`config.mk`:
```
export PLATFORM = sky130hd
export DESIGN_NAME = regbank_operand_fetch
export DESIGN_NICKNAME = d
export VERILOG_FILES = /design/src/rtl/rbf_pkg.sv /design/src/rtl/rbf_group_decode.sv /design/src/rtl/rbf_ctrl.sv /design/src/rtl/rbf_port_regs.sv /design/src/rtl/regbank_operand_fetch.sv
export SDC_FILE = /design/constraint.sdc
export NUM_CORES = 1
export LEC_CHECK = 0
export CAP_MARGIN = 10
export CORE_ASPECT_RATIO = 0.7
export CORE_MARGIN = 2
export CORE_UTILIZATION = 40
export CTS_CLUSTER_SIZE = 16
export DETAILED_ROUTE_END_ITERATION = 12
export DONT_BUFFER_PORTS = 1
export GPL_TIMING_DRIVEN = 1
export PLACE_DENSITY_LB_ADDON = 0.25
export REMOVE_ABC_BUFFERS = 1
export SYNTH_ARGS = -nofsm -noshare
export SYNTH_HDL_FRONTEND = slang
export SYNTH_SLANG_ARGS = --single-unit
```
`constraint.sdc`:
```
create_clock -name clk -period 1.6 [get_ports clk]
set_input_delay 0.32 -clock clk [delete_from_list [all_inputs] [get_ports clk]]
set_output_delay 0.32 -clock clk [all_outputs]
set_load 0.05 [all_outputs]
```
`src/rtl/rbf_pkg.sv`:
```
`timescale 1ns/1ps
package rbf_pkg;
  typedef enum logic [2:0] {
    ST_IDLE     = 3'd0,
    ST_WAIT     = 3'd1,
    ST_STAT_RD  = 3'd2,
    ST_STAT_USE = 3'd3,
    ST_REG_RD   = 3'd4,
    ST_LATCH    = 3'd5
  } rbf_state_e;
endpackage

```
`src/rtl/rbf_group_decode.sv`:
```
`timescale 1ns/1ps
module rbf_group_decode #(
  parameter int OPC_W    = 8,
  parameter int PREFIX_W = 5,
  parameter int IDX_W    = 3,
  parameter logic [PREFIX_W-1:0] PREFIX = 5'b11101
) (
  input  logic [OPC_W-1:0] opcode,
  output logic             hit,
  output logic [IDX_W-1:0] reg_idx
);
  // Prefix compare on the upper bits only: one narrow equality, no case list.
  assign hit     = (opcode[OPC_W-1 -: PREFIX_W] == PREFIX);
  assign reg_idx = opcode[IDX_W-1:0];
endmodule

```
`src/rtl/rbf_ctrl.sv`:
```
`timescale 1ns/1ps
module rbf_ctrl
  import rbf_pkg::*;
#(
  parameter int NUM_WAITS = 3
) (
  input  logic       clk,
  input  logic       rst_n,
  input  logic       start,
  input  logic       hit,
  output rbf_state_e state_q,
  output logic       accept,
  output logic       stat_issue
);
  localparam int CNT_W = (NUM_WAITS > 1) ? $clog2(NUM_WAITS) : 1;
  localparam logic [CNT_W-1:0] CNT_LAST = CNT_W'(NUM_WAITS - 1);

  rbf_state_e       state_d;
  logic [CNT_W-1:0] cnt_q, cnt_d;
  logic             cnt_en;
  logic             wait_last;

  assign accept     = (state_q == ST_IDLE) && start && hit;
  assign wait_last  = (state_q == ST_WAIT) && (cnt_q == CNT_LAST);
  assign stat_issue = wait_last;

  always_comb begin
    state_d = state_q;
    cnt_d   = cnt_q;
    cnt_en  = 1'b0;
    unique case (state_q)
      ST_IDLE: begin
        if (accept) begin
          state_d = ST_WAIT;
          cnt_d   = '0;
          cnt_en  = 1'b1;
        end
      end
      ST_WAIT: begin
        if (wait_last) begin
          state_d = ST_STAT_RD;
        end else begin
          cnt_d  = cnt_q + 1'b1;
          cnt_en = 1'b1;
        end
      end
      ST_STAT_RD:  state_d = ST_STAT_USE;
      ST_STAT_USE: state_d = ST_REG_RD;
      ST_REG_RD:   state_d = ST_LATCH;
      ST_LATCH:    state_d = ST_IDLE;
      default:     state_d = ST_IDLE;
    endcase
  end

  always_ff @(posedge clk or negedge rst_n) begin
    if (!rst_n) begin
      state_q <= ST_IDLE;
    end else begin
      state_q <= state_d;
    end
  end

  always_ff @(posedge clk or negedge rst_n) begin
    if (!rst_n) begin
      cnt_q <= '0;
    end else if (cnt_en) begin
      cnt_q <= cnt_d;
    end
  end
endmodule

```
`src/rtl/rbf_port_regs.sv`:
```
`timescale 1ns/1ps
module rbf_port_regs
  import rbf_pkg::*;
#(
  parameter int ADDR_W   = 8,
  parameter int DATA_W   = 8,
  parameter int IDX_W    = 3,
  parameter int BANK_W   = 2,
  parameter int BANK_LSB = 3,
  parameter logic [ADDR_W-1:0] STATUS_ADDR = 8'hD0
) (
  input  logic              clk,
  input  logic              rst_n,
  input  rbf_state_e        state_q,
  input  logic              accept,
  input  logic              stat_issue,
  input  logic [IDX_W-1:0]  reg_idx,
  input  logic [DATA_W-1:0] rdata,
  output logic [ADDR_W-1:0] ram_addr,
  output logic              ram_rd,
  output logic [DATA_W-1:0] operand,
  output logic              done
);
  localparam int PAD_W = ADDR_W - BANK_W - IDX_W;

  logic [IDX_W-1:0]  idx_q;
  logic [ADDR_W-1:0] bank_addr;
  logic [ADDR_W-1:0] addr_d;
  logic              addr_en;
  logic              rd_d, rd_en;
  logic              opnd_en;
  logic              done_d;

  generate
    if (PAD_W > 0) begin : g_pad
      assign bank_addr = {{PAD_W{1'b0}}, rdata[BANK_LSB +: BANK_W], idx_q};
    end else begin : g_nopad
      assign bank_addr = {rdata[BANK_LSB +: BANK_W], idx_q};
    end
  endgenerate

  always_comb begin
    addr_en = stat_issue || (state_q == ST_STAT_USE);
    addr_d  = stat_issue ? STATUS_ADDR : bank_addr;
    rd_en   = stat_issue || (state_q == ST_LATCH);
    rd_d    = stat_issue;
    opnd_en = (state_q == ST_LATCH);
    done_d  = (state_q == ST_LATCH);
  end

  always_ff @(posedge clk or negedge rst_n) begin
    if (!rst_n) begin
      idx_q <= '0;
    end else if (accept) begin
      idx_q <= reg_idx;
    end
  end

  always_ff @(posedge clk or negedge rst_n) begin
    if (!rst_n) begin
      ram_addr <= '0;
    end else if (addr_en) begin
      ram_addr <= addr_d;
    end
  end

  always_ff @(posedge clk or negedge rst_n) begin
    if (!rst_n) begin
      ram_rd <= 1'b0;
    end else if (rd_en) begin
      ram_rd <= rd_d;
    end
  end

  always_ff @(posedge clk or negedge rst_n) begin
    if (!rst_n) begin
      operand <= '0;
    end else if (opnd_en) begin
      operand <= rdata;
    end
  end

  always_ff @(posedge clk or negedge rst_n) begin
    if (!rst_n) begin
      done <= 1'b0;
    end else begin
      done <= done_d;
    end
  end
endmodule

```
`src/rtl/regbank_operand_fetch.sv`:
```
`timescale 1ns/1ps
module regbank_operand_fetch
  import rbf_pkg::*;
#(
  parameter int OPC_W     = 8,
  parameter int PREFIX_W  = 5,
  parameter logic [PREFIX_W-1:0] PREFIX = 5'b11101,
  parameter int ADDR_W    = 8,
  parameter int DATA_W    = 8,
  parameter int BANK_W    = 2,
  parameter int BANK_LSB  = 3,
  parameter int NUM_WAITS = 3,
  parameter logic [ADDR_W-1:0] STATUS_ADDR = 8'hD0
) (
  input  logic              clk,
  input  logic              rst_n,
  input  logic              start,
  input  logic [OPC_W-1:0]  opcode,
  output logic [ADDR_W-1:0] ram_addr,
  output logic              ram_rd,
  input  logic [DATA_W-1:0] ram_rdata,
  output logic [DATA_W-1:0] operand,
  output logic              done
);
  localparam int IDX_W = OPC_W - PREFIX_W;

  rbf_state_e       state_q;
  logic             hit;
  logic             accept;
  logic             stat_issue;
  logic [IDX_W-1:0] reg_idx;

  rbf_group_decode #(
    .OPC_W(OPC_W), .PREFIX_W(PREFIX_W), .IDX_W(IDX_W), .PREFIX(PREFIX)
  ) u_decode (
    .opcode (opcode),
    .hit    (hit),
    .reg_idx(reg_idx)
  );

  rbf_ctrl #(
    .NUM_WAITS(NUM_WAITS)
  ) u_ctrl (
    .clk       (clk),
    .rst_n     (rst_n),
    .start     (start),
    .hit       (hit),
    .state_q   (state_q),
    .accept    (accept),
    .stat_issue(stat_issue)
  );

  rbf_port_regs #(
    .ADDR_W(ADDR_W), .DATA_W(DATA_W), .IDX_W(IDX_W),
    .BANK_W(BANK_W), .BANK_LSB(BANK_LSB), .STATUS_ADDR(STATUS_ADDR)
  ) u_regs (
    .clk       (clk),
    .rst_n     (rst_n),
    .state_q   (state_q),
    .accept    (accept),
    .stat_issue(stat_issue),
    .reg_idx   (reg_idx),
    .rdata     (ram_rdata),
    .ram_addr  (ram_addr),
    .ram_rd    (ram_rd),
    .operand   (operand),
    .done      (done)
  );
endmodule

```
[After elaboration in Yosys (flattened, before gate mapping)]
Index checks and enable logic that the tools add are counted.
Storage, ports and cells
  bits in registers: 26
  bits of input ports: 19
  output and inout port bits: 18
  word-level logic and storage cells: 37
Operators by class
  add/sub/neg operators: 1
  equal/unequal tests: 10
  muxes and demuxes: 10
  reduce and logical (&&, ||, !) cells: 9
Operators with widths (number)
  3-bit case mux with 5 select lines: 1
  8-bit 2-to-1 mux: 1
  3-bit by 2-bit == test with 1-bit output (second input constant): 2
  3-bit == test (second input constant): 2
  3-bit 2-to-1 mux: 2
  5-bit == test (second input constant): 1
  2-bit 2-to-1 mux: 2
  2-bit != test (second input constant): 2
  2-bit case mux with 2 select lines: 1
  4-bit AND reduction: 1
  3-bit by 1-bit == test with 1-bit output (second input constant): 1
  1-bit logical AND: 3
  3-bit zero test: 1
  2-bit by 1-bit adder with 2-bit output (second input constant): 1
  2-bit == test (second input constant): 1
  1-bit logical OR: 2
  1-bit 2-to-1 mux: 2
  2-bit by 1-bit != test with 1-bit output (second input constant): 1
  1-bit case mux with 2 select lines: 1
  2-bit AND reduction: 1
  2-bit nonzero test: 1

[Longest topological paths before layout]
Gate-level depths: netlist of the first run.
  word-level depth: 6
  depth in mapped cells: 5
  gate-level depth less buffers: 5

[Modules after synthesis]
Synthesis of the first run repeated with hierarchy kept, for this count alone.
Second synthesis, totals
  cell total of the unflattened synthesis: 93
  area, all modules: 1158.6 um^2
By module, submodules not included
  rbf_port_regs: times used 1, cells an instance 57, area an instance 833.3 um^2
  rbf_ctrl: times used 1, cells an instance 31, area an instance 292.8 um^2
  rbf_group_decode: times used 1, cells an instance 5, area an instance 32.5 um^2

[Worst setup path before layout of the first run]
Ideal clock, no wire load.
  path kind: register to register
  start point: register u_ctrl.cnt_q[0]
  end point: register u_ctrl.cnt_q[1]
  library setup time: 0.125 ns
  arrival: 1.274 ns
  setup slack: 0.202 ns
  cell stages (with the launch flop): 6
  buffers on the path: 0
  cells stage by stage: dfrtp_1 inv_1 ha_1 or4b_4 nand2_1 o22ai_1
Between the ends
  longest elaborated chain between the ends: 5
  elaborated cells on any way between the ends: 9
  classes of those cells: add/sub: 1; eq/ne: 2; mux: 4; reduce/logical: 2
Ends and longest elaborated chain
  start: declaration: line rbf_ctrl.sv:19  | logic [CNT_W-1:0] cnt_q, cnt_d;
  start signal: assignment: line rbf_ctrl.sv:67  | cnt_q <= cnt_d;
  2-bit == test: line rbf_ctrl.sv:24  | assign wait_last = (state_q == ST_WAIT) && (cnt_q == CNT_LAST);
  1-bit logical AND: line rbf_ctrl.sv:24
  1-bit 2-to-1 mux: line rbf_ctrl.sv:40  | if (wait_last) begin
  1-bit case mux with 2 select lines: line rbf_ctrl.sv:31  | unique case (state_q)
  4-bit AND reduction (no source line)
Several ways; a longest one is shown, not always the timed one. The select of a mux whose other input is x is not followed.
A chain may end at the register's enable or synchronous reset.

[Worst setup path in the final report of the first run]
  start point: register u_ctrl.state_q[1]
  end point: register u_regs.idx_q[1]
Between the ends
  longest elaborated chain between the ends: 3
Ends and longest elaborated chain
  start: declaration: line rbf_ctrl.sv:11  | output rbf_state_e state_q,
  start signal: assignment: line rbf_ctrl.sv:59  | state_q <= state_d;
  3-bit zero test: line rbf_ctrl.sv:23  | assign accept = (state_q == ST_IDLE) && start && hit;
  1-bit logical AND (2 in series): line rbf_ctrl.sv:23
  end signal: assignment: line rbf_port_regs.sv:55  | idx_q <= reg_idx;
  end: declaration: line rbf_port_regs.sv:26  | logic [IDX_W-1:0] idx_q;
No other way between the ends.

==> results by group, run 1 <==
Yosys
  • Synth Cell Area: 1020 um2
  • Main combinational cell family by area after synthesis: multiplexers
  • Post-synthesis mux area share: 13.3%
  • Simple-gate portion of the synthesized area: 11.9%
  • Largest area contributor in the netlist: dfrtp_1
  • Fraction of the mapped netlist area in adder cells: 1.23%
  • Synth cell types: 26
  • Fraction of registers with async set/reset: 100%
  • Number of enable flip-flop cells after synthesis: 0
  • Seq/Total Area, Yosys: 58.9%
  • Synth Area in Compound Gates: 8.71%
  • Cell with the most instances after synthesis: dfrtp_1
  • Cell count after synthesis: 77
  • YS warnings: 0
  • #FFs+latches synth: 24
  • Post-synth top area share: 58.9%
  • Most used DFF post-synth: dfrtp_1
  • Main area contributors after synthesis: dfrtp_1, mux2_2, mux2_4
  • Post-synth top cells: dfrtp_1, mux2_2, nand2_1, a21oi_1, a22o_1
  • Syn_area_per_cell: 13.2 um2
  • Synth Area in XOR/XNOR: 0.859%

Clocking
  • Clock transition at path regs: 0.13 ns
  • Num CTS Buffers: 3
  • Clock tree from TritonCTS: done
  • Clock root buffer: clkbuf_4
  • Clk sinks: 24
  • Post-CTS Setup Bufs: 0
  • Worst-Skew Late Latency: 0.31 ns
  • H-tree depth: 1
  • Maximum buffer depth of the clock tree: 2

Worst hold path
  • HP Start: ram_rdata[6]
  • Hold path depth: 1
  • End of the worst hold path: u_regs.operand[6]$_DFFE_PN0P_
  • Hold Crit Class: in -> reg

Floorplan
  • Die width: 64.4 um
  • CORE AREA: 2440 um2
  • Cell Rows: 15
  • Die Y: 46.2 um
  • I/O pin count: 37
  • Die area: 2980 um2
  • Starting Density: 41.8%

Critical path
  • CP endpoint kind: register
  • R2R setup slack: 0.11 ns
  • Setup crit start kind: register
  • Critical path class: reg -> reg
  • Crit path from: u_ctrl.state_q[1]$_DFFE_PN0P_
  • Critical Path RT: 1.80 ns
  • Crit Reg-Reg Endpoint: u_regs.idx_q[1]$_DFFE_PN0P_
  • Reg2Reg Depth: 3
  • CP arrival: 1.69 ns
  • CP Max Fanout: 8
  • Reg2reg start: u_ctrl.state_q[1]$_DFFE_PN0P_

GRT
  • Most Crowded Layer GR: met1
  • Met2 Use GR: 16.3%
  • GR Util met1: 16.8%
  • GR Util met3: 6.36%
  • Pin count of the biggest net entering global routing: 25
  • First-pass GRT wire length: 2570 um
  • GRT Residual Overflow: 0
  • Vias in the first global route: 535
  • Initial antenna violation count: 0
  • GRT Overall Usage: 12.0%

Routing
  • Remaining antenna violation count: 0
  • DRC: 0
  • Vias per inst: 5.19
  • Pre-Repair DR Iteration Count: 4
  • Via Count: 592
  • Drt wl/cell: 14.0 um
  • Wirelength, routed: 1600 um
  • Detailed Route Iter0 Violations: 57

Finish
  • P&R area growth vs syn: 6.75%
  • Area occupied by multi-input gates: 373 um2
  • Number of diodes: 0
  • Nets: 101
  • Layout cells sized above 1: 28.7%
  • Final Instance Count excl. Fillers: 114
  • Final Instance Area: 1090 um2
  • Register area: 601 um2
  • Layout filler cell count: 243

Timing
  • Clk_skew: 0.0114 ns
  • Final slew viol count: 0
  • Setup violators final: 0
  • RSZ-0062 raised after global routing: false
  • Period minus WS final: 1.49 ns
  • Fin. Hold Viols: 0
  • Peak Freq: 0.672 GHz
  • Max transition margin: 30.4%
  • Fin Setup TNS: 0 ns
  • Tightest Pin Transition: 1.04 ns
  • Crit share post-route: 93.0%

Placed design
  • Placed inst area: 1040 um2
  • GP Congestion: 0.818
  • Placed cells: 109
  • IO Port Bufs: 0
  • Dpl hpwl: 1220 um

Run status
  • Status: completed

Job
  • MaxCap Viol Count: 0
logic make-up (layout without fill, tap and decap cells):
kind of cell	count (synthesis)	count (layout)
muxes	11	11
xor gates and xnor gates	1	1
other	1	1
adders and majority gates	1	1
and+or+nand+nor	19	19
AOI/OAI and AO/OA	13	13
DFF	24	24
buffers and inverters	7	10
how the worst max path moves through the flow:
stage	endpoint	slack, ns
floorplan	u_ctrl.cnt_q[1]$_DFFE_PN0P_	0.19
global placement	u_ctrl.cnt_q[1]$_DFFE_PN0P_	0.12
detailed placement	u_ctrl.cnt_q[1]$_DFFE_PN0P_	0.09
CTS	u_ctrl.cnt_q[1]$_DFFE_PN0P_	0.08
global route	u_regs.idx_q[1]$_DFFE_PN0P_	0.01
finish	u_regs.idx_q[1]$_DFFE_PN0P_	0.11
routing by layer:
metal | routed length, um | vias to the layer above | part of all wire, %
li1 | - | 272 | -
met3 | 149 | 2 | 9.3
met1 | 788 | 294 | 49
met4 | 4 | 0 | 0.25
met5 | 0 | - | 0
met2 | 654 | 24 | 41
sequential cells by signal (all words and copies together) (netlist names):
register and count:
u_ctrl.state_q 3, u_regs.operand 8, u_regs.ram_addr 6, u_regs.idx_q 3, u_regs.done 1, u_ctrl.cnt_q 2, u_regs.ram_rd 1
stage by stage:
step / utilization (%) / hold slack [ns] / setup WS [ns]
2_1_floorplan: - / 0.0244 / 0.191
3_3_place_gp: 42.6 / 0.0249 / 0.121
3_5_place_dp: 42.6 / 0.0249 / 0.0936
4_1_cts: 44.5 / 0.131 / 0.0759
5_1_grt: 44.6 / 0.124 / 0.0131
6_report: 44.6 / 0.145 / 0.112
timing repair:
item / 4_1_cts / 5_1_grt
endpoints found under the hold margin: 24 / 0
gates resized for setup: 0 / 1
endpoints found under the setup margin: 0 / 6
hold buffers: 1 / 0
cell usage in the layout (no fill, tap or decap), drive strengths merged:
cell and n:
a21oi 4, a22o 4, a2bb2oi 1, and2 1, and2b 1, and4 1
and4b 1, buf 2, clkbuf 4, conb 1, dfrtp 24, dlygate4sd3 1
ha 1, inv 3, mux2 11, nand2 6, nand2b 1, nor2 3
nor2b 3, o21ai 3, o22ai 1, or2 1, or4b 1, xnor2 1
layout make-up:
cell class                 instances  area share, %
sequential                        24           55.2
timing repair buffer               3           2.30
inverter                           3           1.03
clock buffer                       4           3.33
multi-input combinational         46           34.3
tap                               34           3.91
worst max-delay path, stage by stage (launching register included):
cell and delay (ns):
dfrtp_1 0.47, nor2_1 0.15, and4_1 0.42, mux2_4 0.33
Power of run 1 is left out: the tool's default activity adds up to more than one toggle a clock period on the data nets, which glitch-free logic cannot reach.
==> run 2: changes to the inputs <==
CORE_ASPECT_RATIO = 0.6   (was 0.7)
==> run 2 against run 1 <==
  * Global-route usage increased by 0.93 points
  * Cell count unchanged
  * Sequential share of layout area decreased by 1.9 points
  * Worst setup slack improved by 0.034 ns
  * Via count decreased by 3.0%
  * Maximum frequency increased by 2.3%
  * Critical path depth unchanged
  * Die area increased by 0.23%
  * Flip-flop and latch count unchanged
  * Core utilization increased by 1.0 points
  * Routed wire length increased by 9.7%
  * Critical path type unchanged
==> results by group, run 2 (synthesized netlist as in run 1, its figures left out) <==
Run status
  • Status: completed (unchanged)

Finish
  • Layout cells sized above 1: 30.5% (was 28.7%)
  • Most frequent cells in the layout: dfrtp_1, mux2_2, nand2_1 (was dfrtp_1, mux2_2, nand2_1, a21oi_1, a22o_1)
  • Nets: 103 (was 101)
  • Largest regs: u_regs.operand x8, u_regs.ram_addr x6 (unchanged)
  • Reg with most FFs: u_regs.operand (unchanged)
  • Area occupied by multi-input gates: 373 um2 (unchanged)
  • Commonest non-fill, non-tap cell in the layout: dfrtp_1 (unchanged)
  • Layout filler cell count: 227 (was 243)
  • Largest register FFs: 8 (unchanged)
  • Register area: 601 um2 (unchanged)
  • P&R area growth vs syn: 10.6% (was 6.75%)
  • Number of diodes: 0 (unchanged)

Critical path
  • Crit-path cells: nor2_1 > and4_1 > mux2_4 (unchanged)
  • Critical Path RT: 1.75 ns (was 1.80 ns)
  • CP peak stage delay: 0.46 ns (was 0.47 ns)
  • Worst path slowest cell: dfrtp_1 (unchanged)
  • Setup crit start kind: register (unchanged)
  • CP top delay family: simple AND/OR/NAND/NOR gates (unchanged)
  • CP endpoint kind: register (unchanged)
  • CP arrival: 1.60 ns (was 1.69 ns)
  • Critical path class: reg -> reg (unchanged)
  • Buf/Inv on CP: 0 (unchanged)
  • CP Max Fanout: 8 (unchanged)

Floorplan
  • Die area: 2980 um2 (about the same)
  • Cell Rows: 14 (was 15)
  • Die Y: 43.1 um (was 46.2 um)
  • I/O pin count: 37 (unchanged)
  • CORE AREA: 2470 um2 (was 2440 um2)
  • Die width: 69.2 um (was 64.4 um)
  • Starting Density: 41.3% (was 41.8%)

Routing
  • Drt wl/cell: 15.4 um (was 14.0 um)
  • Wirelength, routed: 1750 um (was 1600 um)
  • DRC: 0 (unchanged)
  • Detailed Route Iter0 Violations: 67 (was 57)
  • Vias per inst: 5.04 (was 5.19)
  • Pre-Repair DR Iteration Count: 2 (was 4)
  • Via Count: 574 (was 592)
  • Remaining antenna violation count: 0 (unchanged)

Clocking
  • Maximum buffer depth of the clock tree: 2 (unchanged)
  • H-tree depth: 1 (unchanged)
  • Post-CTS Setup Bufs: 0 (unchanged)
  • Clock transition at path regs: 0.08 ns (was 0.13 ns)
  • Clk sinks: 24 (unchanged)
  • Clock tree from TritonCTS: done (unchanged)
  • Clock root buffer: clkbuf_8 (was clkbuf_4)
  • Worst-Skew Late Latency: 0.26 ns (was 0.31 ns)
  • Num CTS Buffers: 3 (unchanged)

Power
  • VDD IR max: 0.997 mV
  • Overall Power: 2.77 mW
  • Leak: 0.539 nW
  • PwrDens: 2450 nW/um2

Timing
  • Setup violators final: 0 (unchanged)
  • Period minus WS final: 1.45 ns (was 1.49 ns)
  • Fin. Hold Viols: 0 (unchanged)
  • Crit share post-route: 90.9% (was 93.0%)
  • Peak Freq: 0.688 GHz (was 0.672 GHz)
  • Clk_skew: 0.00208 ns (was 0.0114 ns)
  • Fin Setup TNS: 0 ns (unchanged)
  • RSZ-0062 raised after global routing: false (unchanged)
  • Final slew viol count: 0 (unchanged)

GRT
  • GRT Residual Overflow: 0 (unchanged)
  • GRT Overall Usage: 12.9% (was 12.0%)
  • Vias in the first global route: 615 (was 535)
  • First-pass GRT wire length: 2920 um (was 2570 um)
  • Pin count of the biggest net entering global routing: 25 (unchanged)
  • Initial antenna violation count: 0 (unchanged)

Job
  • MaxCap Viol Count: 0 (unchanged)

Placed design
  • Dpl hpwl: 1290 um (was 1220 um)
  • GP Congestion: 0.709 (was 0.818)
  • IO Port Bufs: 0 (unchanged)

Worst hold path
  • Hold Crit Class: in -> reg (unchanged)
-- run 2: changes by cell type in the layout (fill, tap and decap cells not counted) --
cell      delta
clkbuf_4     -3
clkbuf_8     +3
buf_4        +1
buf_8        +1
o21ai_0      -1
o21ai_1      +1
-- run 2: cell type report --
class / count / share of cell area, %
timing repair buffer: 5 / 4.22
tap: 32 / 3.55
inverter: 3 / 0.999
multi-input combinational: 46 / 33.1
clock buffer: 4 / 4.88
sequential: 24 / 53.3
-- run 2: per-stage QoR --
| stage | utilization (%) | hold slack (ns) | instances | instance area [um2] | worst slack (ns) |
|---|---|---|---|---|---|
| 3_3_place_gp | 42.3 | 0.0251 | 108 | 1040 | 0.144 |
| 3_5_place_dp | 42.3 | 0.0252 | 108 | 1040 | 0.111 |
| 2_1_floorplan | - | 0.0244 | 73 | 982 | 0.191 |
| 6_report | 45.6 | 0.196 | 114 | 1130 | 0.145 |
| 5_1_grt | 45.6 | 0.187 | 114 | 1130 | 0.0557 |
| 4_1_cts | 44.9 | 0.190 | 113 | 1110 | 0.0971 |
-- run 2: routing by layer --
layer | GRT usage [%] | up-vias | wire (um)
li1 | - | 273 | -
met1 | 18.8 | 277 | 917
met2 | 17.5 | 22 | 707
met3 | 5.23 | 2 | 111
met4 | 3.53 | 0 | 14
met5 | 0 | - | 0
-- run 2: path summary, 6_finish.rpt --
| kind | slack [ns] | end | startpoint | cells after the start |
|---|---|---|---|---|
| max | 0.15 | u_regs.idx_q[2]$_DFFE_PN0P_ | u_ctrl.state_q[1]$_DFFE_PN0P_ | 3 |
| min | 0.20 | u_regs.ram_addr[3]$_DFFE_PN0P_ | ram_rdata[3] | 1 |
| max reg2reg | 0.15 | u_regs.idx_q[2]$_DFFE_PN0P_ | u_ctrl.state_q[1]$_DFFE_PN0P_ | 3 |
| min reg2reg | 0.52 | u_regs.ram_addr[0]$_DFFE_PN0P_ | u_regs.idx_q[0]$_DFFE_PN0P_ | 1 |
| max in group asynchronous | 0.70 | u_ctrl.cnt_q[0]$_DFFE_PN0P_ | rst_n | 2 |
| min in group asynchronous | 0.44 | u_regs.idx_q[1]$_DFFE_PN0P_ | rst_n | 1 |
-- run 2: repair_timing --
| item | in CTS | in global routing |
|---|---|---|
| gates resized for setup | 0 | 2 |
| hold endpoints to repair | 24 | 0 |
| hold buffers | 1 | 0 |
| setup endpoints to repair | 0 | 6 |
-- run 2: report_power, final --
group          switching (mW)  total (mW)  internal [mW]
logic                   0.377       0.740          0.362
registers               0.767        1.62          0.857
clock network           0.182       0.402          0.219
No activity file was read; power rests on OpenSTA's default activity.
